--- src/rtl/hyb_mod_pkg.sv ---
package hyb_mod_pkg;

  typedef struct packed {
    logic load;
    logic iterStep;
    logic fuse;
    logic fixStep;
  } strobe_t;

  typedef enum logic [2:0] {
    PH_IDLE,
    PH_ITER,
    PH_FUSE,
    PH_FIX,
    PH_DONE
  } phase_t;

endpackage

--- src/rtl/hyb_mod_datapath.sv ---
module hyb_mod_datapath
  import hyb_mod_pkg::*;
#(
  parameter int IN_W      = 32,
  parameter int GRP_W     = 4,
  parameter int ITER_GRPS = 4,
  parameter int MOD       = 251,
  localparam int ITER_W   = GRP_W * ITER_GRPS,
  localparam int TAB_GRPS = (IN_W - ITER_W) / GRP_W,
  localparam int MW       = $clog2(MOD),
  localparam int SH_MAX   = ITER_W - MW,
  localparam int SHW      = $clog2(SH_MAX + 1),
  localparam int SW       = MW + $clog2(TAB_GRPS + 2),
  localparam int ENTRIES  = 1 << GRP_W
) (
  input  logic            clk,
  input  logic            rst_n,
  input  logic [IN_W-1:0] inData,
  input  strobe_t         strb,
  input  logic [SHW-1:0]  shIdx,
  output logic            geMod,
  output logic [MW-1:0]   result
);

  localparam logic [ITER_W:0] MOD_X = (ITER_W + 1)'(MOD);
  localparam logic [SW-1:0]   MOD_S = SW'(MOD);

  // Residue of g * 2^(GRP_W*grpIdx) modulo MOD, evaluated at elaboration.
  function automatic logic [MW-1:0] tabEntry(input int grpIdx, input int g);
    longint unsigned pw;
    longint unsigned r;
    pw = 1;
    for (int j = 0; j < GRP_W * grpIdx; j++) pw = (pw * 2) % MOD;
    r = (longint'(g) * pw) % MOD;
    return r[MW-1:0];
  endfunction

  logic [MW-1:0] look [TAB_GRPS];

  for (genvar t = 0; t < TAB_GRPS; t++) begin : g_tab
    logic [MW-1:0] rom [ENTRIES];
    for (genvar v = 0; v < ENTRIES; v++) begin : g_ent
      assign rom[v] = tabEntry(ITER_GRPS + t, v);
    end
    assign look[t] = rom[inData[(ITER_GRPS + t) * GRP_W +: GRP_W]];
  end

  logic [SW-1:0] sumComb;
  always_comb begin
    sumComb = '0;
    for (int t = 0; t < TAB_GRPS; t++) sumComb = sumComb + SW'(look[t]);
  end

  logic [ITER_W-1:0] remReg;
  logic [SW-1:0]     tabReg;
  logic [SW-1:0]     accReg;
  logic [ITER_W:0]   modSh;
  logic              remGe;

  assign modSh = MOD_X << shIdx;
  assign remGe = {1'b0, remReg} >= modSh;

  always_ff @(posedge clk) begin
    if (strb.load) begin
      remReg <= inData[ITER_W-1:0];
      tabReg <= sumComb;
    end else if (strb.iterStep && remGe) begin
      remReg <= remReg - modSh[ITER_W-1:0];
    end
    if (strb.fuse)         accReg <= tabReg + SW'(remReg);
    else if (strb.fixStep) accReg <= accReg - MOD_S;
  end

  assign geMod  = accReg >= MOD_S;
  assign result = accReg[MW-1:0];

  // the serial path has fully reduced its share before fusion
  p_iter_below_mod_r5: assert property (@(posedge clk) disable iff (!rst_n)
    strb.fuse |-> ({1'b0, remReg} < MOD_X));

endmodule

--- src/rtl/hyb_mod_ctrl.sv ---
module hyb_mod_ctrl
  import hyb_mod_pkg::*;
#(
  parameter int SH_MAX   = 8,
  parameter int TAB_GRPS = 4,
  localparam int SHW     = $clog2(SH_MAX + 1),
  localparam int FCW     = $clog2(TAB_GRPS + 2)
) (
  input  logic           clk,
  input  logic           rst_n,
  input  logic           inValid,
  output logic           inReady,
  output logic           outValid,
  input  logic           outReady,
  input  logic           geMod,
  output strobe_t        strb,
  output logic [SHW-1:0] shIdx
);

  phase_t         phase;
  logic [FCW-1:0] fixCnt;

  always_ff @(posedge clk) begin
    if (!rst_n) begin
      phase  <= PH_IDLE;
      shIdx  <= '0;
      fixCnt <= '0;
    end else begin
      case (phase)
        PH_IDLE: if (inValid) begin
          phase <= PH_ITER;
          shIdx <= SHW'(SH_MAX);
        end
        PH_ITER: if (shIdx == '0) phase <= PH_FUSE;
                 else shIdx <= shIdx - 1'b1;
        PH_FUSE: begin
          phase  <= PH_FIX;
          fixCnt <= '0;
        end
        PH_FIX:  if (geMod) fixCnt <= fixCnt + 1'b1;
                 else phase <= PH_DONE;
        PH_DONE: if (outReady) phase <= PH_IDLE;
        default: phase <= PH_IDLE;
      endcase
    end
  end

  always_comb begin
    strb          = '0;
    strb.load     = (phase == PH_IDLE) && inValid;
    strb.iterStep = (phase == PH_ITER);
    strb.fuse     = (phase == PH_FUSE);
    strb.fixStep  = (phase == PH_FIX) && geMod;
  end

  assign inReady  = (phase == PH_IDLE);
  assign outValid = (phase == PH_DONE);

  // correction never needs more than one subtraction per table group
  p_fix_bound_r6: assert property (@(posedge clk) disable iff (!rst_n)
    (phase == PH_FIX) |-> (fixCnt <= FCW'(TAB_GRPS)));

  // an accepted operand closes the input until the result leaves
  p_busy_after_accept_r3: assert property (@(posedge clk) disable iff (!rst_n)
    (inValid && inReady) |=> !inReady);

  // a stalled result stays offered
  p_hold_valid_r4: assert property (@(posedge clk) disable iff (!rst_n)
    (outValid && !outReady) |=> outValid);

endmodule

--- src/rtl/hyb_mod_reducer.sv ---
module hyb_mod_reducer
  import hyb_mod_pkg::*;
#(
  parameter int IN_W      = 32,
  parameter int GRP_W     = 4,
  parameter int ITER_GRPS = 4,
  parameter int MOD       = 251,
  localparam int ITER_W   = GRP_W * ITER_GRPS,
  localparam int TAB_GRPS = (IN_W - ITER_W) / GRP_W,
  localparam int MW       = $clog2(MOD),
  localparam int SH_MAX   = ITER_W - MW,
  localparam int SHW      = $clog2(SH_MAX + 1)
) (
  input  logic            clk,
  input  logic            rst_n,
  input  logic            in_valid,
  output logic            in_ready,
  input  logic [IN_W-1:0] in_data,
  output logic            out_valid,
  input  logic            out_ready,
  output logic [MW-1:0]   out_data
);

  strobe_t        strb;
  logic [SHW-1:0] shIdx;
  logic           geMod;

  hyb_mod_ctrl #(.SH_MAX(SH_MAX), .TAB_GRPS(TAB_GRPS)) u_ctrl (
    .clk(clk), .rst_n(rst_n),
    .inValid(in_valid), .inReady(in_ready),
    .outValid(out_valid), .outReady(out_ready),
    .geMod(geMod), .strb(strb), .shIdx(shIdx)
  );

  hyb_mod_datapath #(.IN_W(IN_W), .GRP_W(GRP_W), .ITER_GRPS(ITER_GRPS), .MOD(MOD)) u_dp (
    .clk(clk), .rst_n(rst_n), .inData(in_data),
    .strb(strb), .shIdx(shIdx), .geMod(geMod), .result(out_data)
  );

  // every offered result is fully reduced
  p_out_range_r2: assert property (@(posedge clk) disable iff (!rst_n)
    out_valid |-> ({1'b0, out_data} < (MW + 1)'(MOD)));

  // a stalled result keeps its value
  p_out_stable_r4: assert property (@(posedge clk) disable iff (!rst_n)
    (out_valid && !out_ready) |=> $stable(out_data));

  // no operand is taken while a result waits
  p_no_accept_r3: assert property (@(posedge clk) disable iff (!rst_n)
    out_valid |-> !in_ready);

endmodule

--- config.mk ---
export PLATFORM = sky130hd
export DESIGN_NAME = hyb_mod_reducer
export DESIGN_NICKNAME = d
export VERILOG_FILES = /design/src/rtl/hyb_mod_pkg.sv /design/src/rtl/hyb_mod_datapath.sv /design/src/rtl/hyb_mod_ctrl.sv /design/src/rtl/hyb_mod_reducer.sv
export SDC_FILE = /design/constraint.sdc
export NUM_CORES = 1
export LEC_CHECK = 0
export BUFFER_PORTS_ARGS = -buffer_cell sky130_fd_sc_hd__buf_2
export CORE_UTILIZATION = 34
export DETAILED_ROUTE_END_ITERATION = 10
export GPL_TIMING_DRIVEN = 0
export MAX_ROUTING_LAYER = met4
export PLACE_DENSITY = 0.53
export SLEW_MARGIN = 20
export SYNTH_ARGS = -nofsm -noshare
export SYNTH_HDL_FRONTEND = slang
export SYNTH_SLANG_ARGS = --single-unit
--- constraint.sdc ---
create_clock -name clk -period 4.9 [get_ports clk]
set_input_delay 0.49 -clock clk [delete_from_list [all_inputs] [get_ports clk]]
set_output_delay 0.49 -clock clk [all_outputs]
set_load 0.01 [all_outputs]
# After elaboration in Yosys (flattened, before gate mapping)
# Memories as Yosys holds them, arrays and structs flattened.
# Index checks and enable logic that the tools add are counted.
# classes
add_sub_neg,7
n_mul,0
div,0
order_cmp,6
n_eq_ne,9
n_shift,1
muxes,20
bitwise,4
n_reduce_logical,10
# ops
cell,n
$mux W8,8
$mux W16,2
$add A11 B8 Y11,2
$mux W11,2
$ge A5 B5 Y1 const B,4
$not A4 Y5,4
$ge A16 B17 Y1,1
$shl A8 B4 Y17 const A,1
$sub A16 B16 Y16,1
$pmux W3 S5,1
$mux W3,4
$add A11 B11 Y11,1
$ge A11 B8 Y1 const B,1
$sub A11 B8 Y11 const B,1
$add A8 B8 Y9,1
$mux W4,2
$ne A2 B2 Y1 const B,4
$pmux W4 S2,1
$eq A3 B2 Y1 const B,2
$reduce_bool A2 Y1,3
$logic_not A4 Y1,1
$reduce_and A4 Y1,1
$sub A4 B1 Y4 const B,1
$eq A3 B1 Y1 const B,1
other kinds (5),7
# totals
reg_bits,45
latchBits,0
mem_bits_rw,0
romBits,512
input_bits,36
word_cells,66
memories,4
# memory_table
name,words,width,read_ports,rd_ports_with_merged_regs,wr,line,source
(no name shown),16,8,1,0,0,hyb_mod_datapath.sv:45,assign look[t] = rom[inData[(ITER_GRPS + t) * GRP_W +: GRP_W]];
(no name shown),16,8,1,0,0,hyb_mod_datapath.sv:45,
(no name shown),16,8,1,0,0,hyb_mod_datapath.sv:45,
(no name shown),16,8,1,0,0,hyb_mod_datapath.sv:45,

# Logic depth before layout (Yosys ltp)
# Gate-level depths: netlist (run 1).
# depth
word_depth,7
mapped_depth,21

# By module
# A second synthesis (run 1) with hierarchy kept.
# unflattened
cells_unflattened,572
hier_area_um2,4895.9
# by_module_without_submodules
module,n_inst,cells_each,area_each_um2,seq_area_each_um2
hyb_mod_datapath,1,520,4433.0,1111.1
hyb_mod_ctrl,1,52,462.9,140.1

# Worst setup path before layout (run 1)
# No wires, ideal clock.
# synth_timing
kind,input -> register
from,in in_data[20]
to,reg u_dp.tabReg[9] (data pin)
setup_time_ps,265
t_arrival_ps,3684
required_ps,4635
slack_ps,951
stages,21
path_buffers,0
path_cell_list,inv_1 -> ha_1 -> nand2b_1 -> o21ai_0 -> nand2_1 -> o31ai_1 -> ha_1 -> inv_1 -> fa_1 -> nor2b_1 -> o21ai_0 -> nand2b_1 -> xnor2_1 -> fa_1 -> inv_1 -> ha_1 -> o21ai_0 -> nand2b_1 -> a21o_1 -> a21oi_1 -> o21ai_0
# synth_between
elab_chain_len,7
# synth_lines
element,line,source
"start, declared",hyb_mod_reducer.sv:18,"input logic [IN_W-1:0] in_data,"
$not A4 Y5 (not written as such),hyb_mod_datapath.sv:45,
$mem_v2 Z16 W8,-,
$mux W8 (not written as such) (2 in series),hyb_mod_datapath.sv:45,
$add A8 B8 Y9,hyb_mod_datapath.sv:51,for (int t = 0; t < TAB_GRPS; t++) sumComb = sumComb + SW'(look[t]);
$add A11 B8 Y11 (2 in series),hyb_mod_datapath.sv:51,
named net u_dp.sumComb[9],hyb_mod_datapath.sv:48,logic [SW-1:0] sumComb;
"end signal, assigned",hyb_mod_datapath.sv:66,tabReg <= sumComb;
"end, declared",hyb_mod_datapath.sv:55,logic [SW-1:0] tabReg;
# The timed path passes the listed nets, and every way through them passes these cells. The select of a mux whose other input is x is not followed.
# A chain may end at the register's enable or synchronous reset.

# Worst setup path in the final report (run 1)
# Ends and elaborated chain as after synthesis.

==> results of run 1 <==
-- flip-flops by register name, summed over array words and instances, names as in the netlist --
register,cells
u_ctrl.phase,3
u_dp.accReg,11
u_dp.tabReg,10
u_dp.remReg,16
u_ctrl.shIdx,4
-- worst max path at each step --
stage | end | slack, ps
after CTS | u_dp.tabReg[9]$_DFFE_PP_ | 690
after global placement | u_dp.tabReg[9]$_DFFE_PP_ | 440
after detailed placement | u_dp.tabReg[9]$_DFFE_PP_ | 410
after floorplan | u_dp.tabReg[9]$_DFFE_PP_ | 950
after global routing | u_dp.tabReg[9]$_DFFE_PP_ | 400
final | u_dp.tabReg[9]$_DFFE_PP_ | 730
-- area by class of cell --
| class | instances | area [sq um] | share of cell area [%] |
|---|---|---|---|
| inverters | 44 | 165.2 | 2.978 |
| clock inverters | 3 | 42.54 | 0.7670 |
| plain buffers | 22 | 122.6 | 2.211 |
| well taps | 180 | 225.2 | 4.060 |
| clock buffers | 5 | 125.1 | 2.256 |
| multi-input cells | 469 | 3400 | 61.29 |
| flip-flops and latches | 44 | 1251 | 22.56 |
| repair buffers | 43 | 215.2 | 3.880 |
-- metal layers --
metal,global-route usage (%),vias to the layer above,routed length (um)
met1,21.16,1870,5559
met2,26.30,59,5237
met5,-,-,0
li1,-,2148,-
met3,2.230,6,292
met4,2.591,0,85
-- kinds of logic after synthesis --
group           count (synthesis)  synth area share [%]
simple gates                  185                 18.52
compound gates                159                 19.91
fa+ha+maj                      76                 20.93
buf+inv                        66                 5.827
flops                          44                 25.34
xor+xnor                       38                 6.739
mux                            11                 2.736
-- metrics by stage --
| step | power, mW | setup WS (ps) | cells | hold slack [ps] |
|---|---|---|---|---|
| CTS | 3.180 | 694.7 | 810 | 471.4 |
| finish | 3.159 | 726.5 | 810 | 473.5 |
| global placement | 2.728 | 444.9 | 802 | 607.3 |
| detailed placement | 2.771 | 410.8 | 802 | 630.7 |
| floorplan | 2.324 | 951.3 | 579 | 560.8 |
| global route | 3.484 | 402.2 | 810 | 486.1 |
-- tightest hold or removal path: stages --
cell and delay, ps:
buf_2 70, nand2_1 30, o21ai_0 50
-- cells in the final DEF (no fill, tap or decap), types with 13 or more instances in the layout --
master    synthesis  layout
ha_1             65      65
nand2_1          56      56
nor2_1           45      45
buf_2             2      45
o21ai_0          45      45
inv_1            44      44
a21oi_1          44      44
edfxtp_1         37      37
xnor2_1          27      27
nand2b_1         16      16
nor3_1           16      16
a21o_1           13      13
-- power breakdown --
part	total [mW]	switching [mW]	internal, mW
Clock	0.386	0.147	0.240
Combinational	2.05	1.15	0.902
Sequential	0.723	0.0892	0.634
Total	3.16	1.38	1.78
==> metrics.txt, run 1 <==
status complete, no violations; Worst setup SP type input port; reg2reg start u_ctrl.shIdx[2]$_SDFFE_PN0P_; Post-synth EDFFs 37; drt initial violations 209; max capacitance violation total 0; minimum clock period ~4200 ps; Fin. Hold Viols 0; Final Cycle Share between 80 and 90%; H-Tree Depth 2; clk slew on worst S/H paths roughly 60 ps; Peak VDD IR 0.1941 mV; Max clock buf depth 2; die width 122.5 um; R2R Path End u_dp.remReg[2]$_DFFE_PP_; Async SR Flop Fraction 0%; DRC viols 0; Final Instance Area 5547 sq um; pin count of the biggest net entering global routing 20; Crit. End Element flop; WP depth 22; IO Count 46; Total Routing Usage GR 16.00%; Setup violations, final 0; Synth area leaders edfxtp_1 (22%), ha_1 (16%), xnor2_1 (4.8%), o21ai_0 (4.6%), a21oi_1 (4.5%); vias in the first global route around 3.9k; Cells after Synth 579; synthesis-stage register bit count 44; worst-margin pin slew around 790 ps; Slowest-stage cell, CP fa_1; vias per cell ~5.0; GP Congestion around 0.85; Post-CTS Setup Inserts 0; Die Y around 120 um; unrepaired setup endpoints after global routing false; WP buf/inv 4; Die ar. ~15000 sq um; Vias slightly above 4k; Worst-Skew Late Latency a little under 300 ps; setup TNS 0 ps; hold endpoint u_dp.remReg[11]$_DFFE_PP_; worst-path cell chain buf_2, inv_1, ha_1, nand2b_1, o21ai_0, nand2_1, o31ai_1, ha_1, inv_1, fa_1, nor2b_1, o21ai_0, nand2b_1, xnor2_1, fa_1, inv_1, ha_1, o21ai_0, nand2b_1, a21o_1, a21oi_1, o21ai_0; final wirelength 11170 um; Post-DP HPWL ~9000 um; FILL cells ~1.4k; post-synthesis sequential area ratio 25.34%; hold path cells 3; CTS tree yes; total CTS buffers 5; WL per Instance roughly 14 um; WS Path Type input port to flop; Post-Syn Area roughly 4900 sq um; Hold Startpoint in_data[11]; Synth Net Count a little under 700; core area ~14000 sq um; FF-to-FF setup slack roughly 1400 ps; max frequency ~240 MHz; total grt overflow 0; most frequent cell after synthesis ha_1; Antenna diodes 0; unique cell type count in the Yosys netlist 65; first-pass detailed-route iteration total 4; wire length of the first global-routing pass 18550 um; post_cts resized 0; cell area after placement ~5400 sq um; number of cells on the worst reg-to-reg path 12; Final nets 741; Power Dens Cells about 570 nW/um^2; Initial Util between 30% and 40%; most frequent cell on the critical path o21ai_0; relative slew slack between 40% and 50%; WP data required about 4900 ps; Hold WC Path Type input port to flop; cell taking the most area after synthesis edfxtp_1; antenna violations before repair 0; Worst Setup SP in_data[20]; share of layout cells above drive strength 1 between 10 and 15%; Lkg Pwr around 2.4 nW; largest delay contributor family on the critical path adder cells; post-route ant nets 0; Top FF cell, synth edfxtp_1; Mapped Avg Cell Area 8.529 sq um; crit-path max cell delay about 540 ps; Worst Skew between 3 and 4 ps; Yosys Warn Count 0; Final Slew Violations 0; Worst EP arrival approximately 4200 ps; Yosys top cell area share 22.50%; Post-CTS Hold Buffers 0; synth cell count leaders ha_1 (65), nand2_1 (56), nor2_1 (45), o21ai_0 (45); Final Util a little under 40%; CTS sink count 44; CTS root buffer clkbuf_16; row cnt 43; area grow syn2layout 12.31%; CP max FO 8; IO buf count 43
Power figures use the tool's default switching activity.
==> inputs of run 2 (changes only) <==
--- a/config.mk
+++ b/config.mk
@@ -7,6 +7,7 @@
 export LEC_CHECK = 0
 export BUFFER_PORTS_ARGS = -buffer_cell sky130_fd_sc_hd__buf_2
 export CORE_UTILIZATION = 34
+export CTS_BUF_LIST = sky130_fd_sc_hd__clkbuf_8
 export DETAILED_ROUTE_END_ITERATION = 10
 export GPL_TIMING_DRIVEN = 0
 export MAX_ROUTING_LAYER = met4
==> metrics.txt, run 2 (synthesis gave the netlist of run 1 again) <==
Antenna diodes 0; antenna violations before repair 0; CTS root buffer clkbuf_8; post-route ant nets 0; Worst EP arrival 4190 ps; total CTS buffers 5; Critical path destination u_dp.tabReg[9]$_DFFE_PP_; vias in the first global route around 4k; core area 14040 sq um; Final Slew Violations 0; pin count of the biggest net entering global routing 20; clk slew on worst S/H paths about 90 ps; Worst Setup SP in_data[20]; IO Count 46; FF-to-FF setup slack approximately 1400 ps; Fin. Hold Viols 0; Final Util between 30% and 40%; commonest non-fill, non-tap cell in the layout ha_1; Final Cycle Share about 85%; minimum clock period 4149 ps; max FFs per register 16; wl on met1 5479 um; worst-margin pin slew approximately 810 ps; max frequency approximately 240 MHz; CTS tree yes; number of cells on the worst reg-to-reg path 12; R2R Path End u_dp.remReg[2]$_DFFE_PP_; max capacitance violation total 0; routed length on met2 approximately 5200 um; Top Layer Used met4; Total Routing Usage GR between 10% and 20%; row cnt 43; die width 122.5 um; CTS sink count between 40 and 50; Detail Route met3 WL between 300 and 400 um; Worst-Skew Late Latency roughly 300 ps; Initial Util 35.17%; total grt overflow 0; setup TNS 0 ps; Post-CTS Setup Inserts 0; wire length of the first global-routing pass 18470 um; Power Dens Cells ~560 nW/um^2; Post-CTS Hold Buffers 0; drt initial violations approximately 200; final wirelength 11160 um; first-pass detailed-route iteration total 4; GP Congestion 0.8500; Vias roughly 4.1k; Lkg Pwr approximately 2.4 nW; share of layout cells above drive strength 1 12.70%; WP data required 4940 ps; Die ar. about 15000 sq um; Crit. End Element flop; post_cts resized 0; Setup violations, final 0; Hold Startpoint rst_n; IO buf count between 40 and 50; Max clock buf depth 2; DRC viols 0; WS Path Type input port to flop; WL per Instance 13.78 um; Peak VDD IR roughly 0.16 mV; Worst Skew ~5.5 ps; Hold WC Path Type input port to flop; CP max FO 8; Largest regs u_dp.remReg (16), u_dp.accReg (11), u_dp.tabReg (10); Die Y approximately 120 um; area grow syn2layout 11.17%; Worst setup SP type input port; unrepaired setup endpoints after global routing false; Post-DP HPWL a little over 9000 um; commonest non-fill, non-tap cells in the layout ha_1 (65), nand2_1 (56), nor2_1 (45), buf_2 (45), o21ai_0 (45); relative slew slack 45.81%; reg2reg start u_ctrl.shIdx[2]$_SDFFE_PN0P_; Final nets 741; Top reg by flops u_dp.remReg; status complete, no violations; vias per cell 5.047; H-Tree Depth 2
-- run 2: cell types whose count changed in the layout (fill, tap and decap cells not counted) --
cell and change:
clkbuf_16 -5, clkbuf_8 +5
-- run 2: stage by stage --
stage / cell area, sq um / cells / setup WS (ps) / hold WS (ps) / power (mW)
2_1_floorplan: 4938 / 579 / 951.3 / 560.8 / 2.324
3_3_place_gp: 5379 / 802 / 444.9 / 607.3 / 2.728
3_5_place_dp: 5379 / 802 / 410.8 / 630.7 / 2.771
4_1_cts: 5490 / 810 / 715.7 / 450.5 / 3.078
5_1_grt: 5490 / 810 / 423.0 / 466.1 / 3.379
6_report: 5490 / 810 / 750.5 / 450.7 / 3.061
-- run 2: layer usage --
metal  track usage [%]  vias to the layer above
li1                  -                     2142
met2             26.23                       68
met1             21.07                     1869
met3             1.673                        9
met5                 -                        -
met4             2.820                        0
-- run 2: cell type report --
cell class,count,area [sq um]
multi-input combinational,469,3400
buffer,22,122.6
clock inverter,3,42.54
tap,180,225.2
fill,1442,8552
timing repair buffer,43,215.2
inverter,44,165.2
sequential,44,1251
clock buffer,5,68.82
-- run 2: worst min path at each step --
stage / endpoint / slack, ps / cells after the start
6_report: u_ctrl.shIdx[0]$_SDFFE_PN0P_ / 450 / 2
5_1_grt: u_ctrl.shIdx[0]$_SDFFE_PN0P_ / 470 / 2
4_1_cts: u_dp.remReg[11]$_DFFE_PP_ / 450 / 3
3_5_place_dp: u_ctrl.phase[0]$_SDFFE_PN0P_ / 630 / 2
3_3_place_gp: u_ctrl.phase[0]$_SDFFE_PN0P_ / 610 / 2
2_1_floorplan: u_ctrl.phase[0]$_SDFFE_PN0P_ / 560 / 2
-- run 2: worst max-delay path, cell delays in order --
cell	delay, ps
buf_2	160
inv_1	100
ha_1	310
nand2b_1	160
o21ai_0	80
nand2_1	70
o31ai_1	90
ha_1	210
inv_1	50
fa_1	390
nor2b_1	120
o21ai_0	80
nand2b_1	110
xnor2_1	100
fa_1	540
inv_1	40
ha_1	330
o21ai_0	90
nand2b_1	100
a21o_1	180
a21oi_1	230
o21ai_0	140
-- run 2: where the power goes --
part           total (mW)  leakage [nW]  internal (mW)  switching, mW
logic                2.05          1.92          0.902           1.15
clock network       0.287        0.0558          0.151          0.135
registers           0.722         0.405          0.633         0.0893
total                3.06          2.38           1.69           1.37
